--- config.mk ---
export PLATFORM = sky130hd
export DESIGN_NAME = qdisc_pipe
export DESIGN_NICKNAME = d
export VERILOG_FILES = /design/src/rtl/qdisc_pkg.sv /design/src/rtl/qdisc_mult_pipe.sv /design/src/rtl/qdisc_valid_line.sv /design/src/rtl/qdisc_pipe.sv
export SDC_FILE = /design/constraint.sdc
export NUM_CORES = 2
export LEC_CHECK = 0
export BUFFER_PORTS_ARGS = -buffer_cell sky130_fd_sc_hd__buf_2
export CORE_MARGIN = 2
export CORE_UTILIZATION = 25
export DETAILED_ROUTE_END_ITERATION = 8
export REMOVE_ABC_BUFFERS = 1
export SLEW_MARGIN = 20
export SYNTH_ARGS = -nofsm -noshare
export SYNTH_HDL_FRONTEND = slang
export SYNTH_SLANG_ARGS = --single-unit
export TNS_END_PERCENT = 100
--- constraint.sdc ---
create_clock -name clk -period 6.9 [get_ports clk]
set_input_delay 1.035 -clock clk [delete_from_list [all_inputs] [get_ports clk]]
set_output_delay 1.035 -clock clk [all_outputs]
set_load 0.01 [all_outputs]
--- src/rtl/qdisc_pkg.sv ---
package qdisc_pkg;

    typedef enum logic [1:0] {
        ROOTS_NONE = 2'd0,
        ROOTS_ONE  = 2'd1,
        ROOTS_TWO  = 2'd2
    } roots_e;

    localparam int unsigned DUAL_MUL_STAGES   = 7;
    localparam int unsigned SHARED_MUL_STAGES = 4;

    // dual: product chain, shift, subtract, compare
    // shared: second operand pair enters one cycle late, chain, shift+subtract, compare
    function automatic int unsigned total_latency(input bit shared);
        return shared ? (1 + SHARED_MUL_STAGES + 2) : (DUAL_MUL_STAGES + 3);
    endfunction

    function automatic roots_e classify(input logic negative, input logic is_zero);
        if (negative)     return ROOTS_NONE;
        else if (is_zero) return ROOTS_ONE;
        else              return ROOTS_TWO;
    endfunction

endpackage

--- src/rtl/qdisc_mult_pipe.sv ---
module qdisc_mult_pipe #(
    parameter int W      = 16,
    parameter int STAGES = 7
) (
    input  logic                  clk,
    input  logic signed [W-1:0]   op_x,
    input  logic signed [W-1:0]   op_y,
    output logic signed [2*W-1:0] prod
);
    localparam int PW = 2 * W;

    logic signed [PW-1:0] chain_d [STAGES];
    logic signed [PW-1:0] chain_q [STAGES];

    always_comb begin
        chain_d[0] = op_x * op_y;
        for (int k = 1; k < STAGES; k++) begin
            chain_d[k] = chain_q[k-1];
        end
    end

    always_ff @(posedge clk) begin
        for (int k = 0; k < STAGES; k++) begin
            chain_q[k] <= chain_d[k];
        end
    end

    assign prod = chain_q[STAGES-1];
endmodule

--- src/rtl/qdisc_valid_line.sv ---
module qdisc_valid_line #(
    parameter int DEPTH = 10
) (
    input  logic clk,
    input  logic rst,
    input  logic din,
    output logic dout
);
    logic [DEPTH-1:0] line_d;
    logic [DEPTH-1:0] line_q;

    always_comb begin
        line_d = {line_q[DEPTH-2:0], din};
    end

    always_ff @(posedge clk) begin
        if (rst) line_q <= '0;
        else     line_q <= line_d;
    end

    assign dout = line_q[DEPTH-1];
endmodule

--- src/rtl/qdisc_pipe.sv ---
module qdisc_pipe
    import qdisc_pkg::*;
#(
    parameter int WIDTH  = 16,
    parameter bit SHARED = 1'b0
) (
    input  logic                        clk,
    input  logic                        rst,
    input  logic                        in_valid,
    output logic                        in_ready,
    input  logic signed [WIDTH-1:0]     in_a,
    input  logic signed [WIDTH-1:0]     in_b,
    input  logic signed [WIDTH-1:0]     in_c,
    output logic                        out_valid,
    output logic signed [2*WIDTH+2:0]   out_disc,
    output logic [1:0]                  out_roots
);
    localparam int PW         = 2 * WIDTH;
    localparam int DW         = PW + 3;
    localparam int MUL_STAGES = SHARED ? int'(SHARED_MUL_STAGES) : int'(DUAL_MUL_STAGES);
    localparam int LAT        = int'(total_latency(SHARED));

    typedef struct packed {
        logic                    phase;   // shared: second operand pair in flight
        logic signed [WIDTH-1:0] a_hold;
        logic signed [WIDTH-1:0] c_hold;
        logic signed [DW-1:0]    bb_ext;  // dual: stage 8, shared: held first product
        logic signed [DW-1:0]    ac4;     // dual: stage 8 shifted product
        logic signed [DW-1:0]    diff;    // dual: stage 9, shared: shift+subtract stage
        logic signed [DW-1:0]    disc;
        logic [1:0]              roots;
    } pipe_st_t;

    pipe_st_t st_d, st_q;

    logic                    accept;
    logic signed [WIDTH-1:0] m0_x, m0_y;
    logic signed [PW-1:0]    m0_p, m1_p;
    logic signed [DW-1:0]    p0_ext, p1_ext;

    generate
        if (SHARED) begin : g_shared
            qdisc_mult_pipe #(.W(WIDTH), .STAGES(MUL_STAGES)) u_mul0 (
                .clk (clk), .op_x(m0_x), .op_y(m0_y), .prod(m0_p)
            );
            assign m1_p = '0;
        end else begin : g_dual
            qdisc_mult_pipe #(.W(WIDTH), .STAGES(MUL_STAGES)) u_mul0 (
                .clk (clk), .op_x(m0_x), .op_y(m0_y), .prod(m0_p)
            );
            qdisc_mult_pipe #(.W(WIDTH), .STAGES(MUL_STAGES)) u_mul1 (
                .clk (clk), .op_x(in_a), .op_y(in_c), .prod(m1_p)
            );
        end
    endgenerate

    assign in_ready = SHARED ? ~st_q.phase : 1'b1;

    always_comb begin
        st_d   = st_q;
        accept = in_valid && in_ready;
        p0_ext = {{3{m0_p[PW-1]}}, m0_p};
        p1_ext = {{3{m1_p[PW-1]}}, m1_p};

        if (SHARED) begin
            // b*b on the accepting cycle, a*c from the holding registers next cycle
            m0_x       = st_q.phase ? st_q.a_hold : in_b;
            m0_y       = st_q.phase ? st_q.c_hold : in_b;
            st_d.phase = st_q.phase ? 1'b0 : accept;
            if (accept) begin
                st_d.a_hold = in_a;
                st_d.c_hold = in_c;
            end
            st_d.bb_ext = p0_ext;
            st_d.ac4    = '0;
            st_d.diff   = st_q.bb_ext - (p0_ext <<< 2);
        end else begin
            m0_x        = in_b;
            m0_y        = in_b;
            st_d.phase  = 1'b0;
            st_d.bb_ext = p0_ext;
            st_d.ac4    = p1_ext <<< 2;
            st_d.diff   = st_q.bb_ext - st_q.ac4;
        end

        st_d.disc  = st_q.diff;
        st_d.roots = classify(st_q.diff[DW-1], st_q.diff == '0);
    end

    always_ff @(posedge clk) begin
        st_q <= st_d;
        if (rst) st_q.phase <= 1'b0;
    end

    qdisc_valid_line #(.DEPTH(LAT)) u_vline (
        .clk (clk),
        .rst (rst),
        .din (accept),
        .dout(out_valid)
    );

    assign out_disc  = st_q.disc;
    assign out_roots = st_q.roots;
endmodule

==> flow_summary.json <==
{
  "dp_hpwl_um": 48500,
  "cts_setup_buffers": 0,
  "drc": 0,
  "finalHoldViolations": 0,
  "clk_pin_slew_worst_paths_ns": 0.06,
  "setup.worst_path.end_class": "register",
  "arrival_ns": 6.89,
  "area_growth_pct": 13.3,
  "cts_tree": "built",
  "dieArea_mm2": 0.133,
  "wl_per_cell_um": 12.3,
  "cts.sinks": 584,
  "fin_nets": 3792,
  "antenna_cells": 0,
  "initial_core_util_pct": 25.1,
  "grt_pass1_vias": 20800,
  "slew_violations": 0,
  "ctsResizeCount": 0,
  "hold_slack_ns": 0.315,
  "clk_latency_ns": 0.56,
  "gp_congestion": 0.832,
  "ys_seq_elements": 584,
  "yosysWarnings": 0,
  "ys_types": 60,
  "nFillCells": 13500,
  "syn_area_per_cell_um2": 11.0,
  "routed_wl_um": 59400,
  "netlist_instances": 2943,
  "tns_ns": 0,
  "maxCapViolCount": 0,
  "timing.slew.headroom_pct": 64.2,
  "synth_area_mm2": 0.0324,
  "finalSetupViolCount": 0,
  "ios": 90,
  "h-tree-depth": 2,
  "crit_fanout": 18,
  "drt_pass1_iterations": 7,
  "yosysSeqAreaShare_pct": 36.0,
  "cp_common_cell": "fa_1",
  "cts_made_buffers": 53,
  "slowest_stage": "fa_1",
  "synth_edf_count": 0,
  "rsz0062_at_grt": "false",
  "max_freq_mhz": 155,
  "path_cells": "buf_2 > nand2_1 > fa_1 > inv_1 > fa_1 > fa_1 > fa_1 > fa_1 > inv_1 > fa_1 > inv_1 > ha_1 > o21ai_0 > a21oi_1 > a221o_1 > o21ai_0 > a31oi_1 > o21ai_0 > nand2b_1 > xor2_1",
  "cp-start-kind": "input port",
  "grt_antenna_before_repair": 2,
  "rows": 132,
  "first_iter_violations": 747,
  "cts_max_path_buffers": 3,
  "fin_crit_sh_pct": 93.5,
  "dieHeight_um": 364,
  "via_per_inst": 3.89,
  "finalCriticalPeriod_ns": 6.45,
  "root_buffer": "clkbuf_16",
  "status": "finished clean",
  "grt.overflow.total": 0,
  "fin_skew_ns": 0.0183,
  "worstMarginPinSlew_ns": 0.532,
  "ys.flop_type": "dfxtp_1",
  "critPathMaxStageDelay_ns": 0.61,
  "cp.required_ns": 7.34,
  "vias": 18800,
  "holdBufCountCts": 0,
  "die_w_um": 364,
  "critPathKind": "in2reg",
  "grt_max_degree": 21,
  "detail-route-antenna-nets": 0,
  "grt_first_pass_wirelength_um": 102000,
  "min_path_type": "reg2reg",
  "grtUsageTotal_pct": 9.45,
  "drive_above_1_share_pct": 8.01,
  "place.port_buffers": 87,
  "ys_async_sr_fraction_pct": 0,
  "core_mm2": 0.129
}
-- placed cells by master (no fill, tap or decap), drive strengths merged, types with 22 or more instances in the layout --
master,netlist,final
dfxtp,584,584
clkbuf,60,72
nand2b,22,22
inv,640,645
fa,497,497
nor2,71,71
xnor2,89,89
and2,170,170
o21ai,47,47
buf,40,145
a21oi,81,81
a21o,33,33
nand2,223,223
ha,201,201
-- layer usage --
layer | routed length (um) | GRT usage, % | up-vias
li1 | - | - | 8985
met1 | 25000 | 11.7 | 9418
met5 | 23 | 0 | -
met2 | 29500 | 16.6 | 283
met4 | 1090 | 2.06 | 4
met3 | 3840 | 2.20 | 89
-- cells in the mapped netlist (8+ instances only) --
cell type | instances | area [um2]
inv_1 | 640 | 2400
dfxtp_1 | 584 | 11700
fa_1 | 497 | 9950
nand2_1 | 223 | 837
ha_1 | 201 | 2510
and2_1 | 170 | 1060
xnor2_1 | 89 | 780
a21oi_1 | 80 | 400
nor2_1 | 71 | 267
clkbuf_1 | 60 | 225
o21ai_0 | 45 | 225
buf_4 | 38 | 285
a21o_1 | 33 | 248
nand2b_1 | 22 | 138
o21a_1 | 19 | 143
xor2_1 | 19 | 166
nor2b_1 | 18 | 113
nand3_1 | 14 | 70.1
nor3_1 | 14 | 70.1
nor4_1 | 12 | 75.1
o21bai_1 | 8 | 60.1
-- critical path, delay by kind of cell --
kind | cells | cell delay, ns
buffers and inverters | 4 | 0.53
XOR/XNOR | 1 | 0.14
AO/OA/AOI/OAI | 6 | 1.58
adder cells (fa/ha/maj) | 7 | 3.34
AND/OR/NAND/NOR | 2 | 0.24
-- layout make-up --
cell class                 instances  area, um2  share of cell area [%]
timing repair buffer             145        896                    2.44
clock buffer                      72       1520                    4.13
multi-input combinational       1619      17800                    48.5
clock inverter                    24        245                   0.667
tap                             1742       2180                    5.93
sequential                       584      11700                    31.8
inverter                         640       2400                    6.54
-- final timing paths --
kind,slack (ns),startpoint,to,depth (start not counted)
setup / recovery,0.45,in_b[6],g_dual.u_mul0.chain_q[0][30],20
hold / removal,0.31,g_dual.u_mul0.chain_q[6][21],st_q[128],0
setup reg to reg,3.84,st_q[109],st_d[36],12
hold reg to reg,0.31,g_dual.u_mul0.chain_q[6][21],st_q[128],0
-- through the flow --
stage | std cells | cell area [um2] | worst slack (ns) | utilization, %
after detailed placement | 4730 | 35000 | 0.00811 | 27.1
after global placement | 4730 | 35000 | 0.0194 | 27.1
after CTS | 4826 | 36800 | 0.578 | 28.5
after global routing | 4826 | 36800 | 0.192 | 28.5
after floorplan | 2843 | 31900 | 0.445 | -
final | 4826 | 36800 | 0.447 | 28.5
-- logic make-up (layout without fill, tap and decap cells) --
kind of cell | Yosys count | count (layout) | synth area share (%)
compound gates | 241 | 241 | 4.88
buf+inv | 740 | 881 | 9.00
simple gates | 569 | 569 | 8.67
other cells | 2 | 2 | 0.0232
fa+ha+maj | 698 | 698 | 38.4
mux | 1 | 1 | 0.0309
xor+xnor | 108 | 108 | 2.92
flops | 584 | 584 | 36.0
-- registers in the layout, summed over array words and instances, names as in the netlist --
register,count
out_roots,2
st_d,34
out_disc,34
u_vline.line_q,10
g_dual.u_mul0.chain_q,217
g_dual.u_mul1.chain_q,224
st_q,63
Power is not shown: default switching activity piles up to over one toggle a cycle in this logic, so the estimate is an artifact.
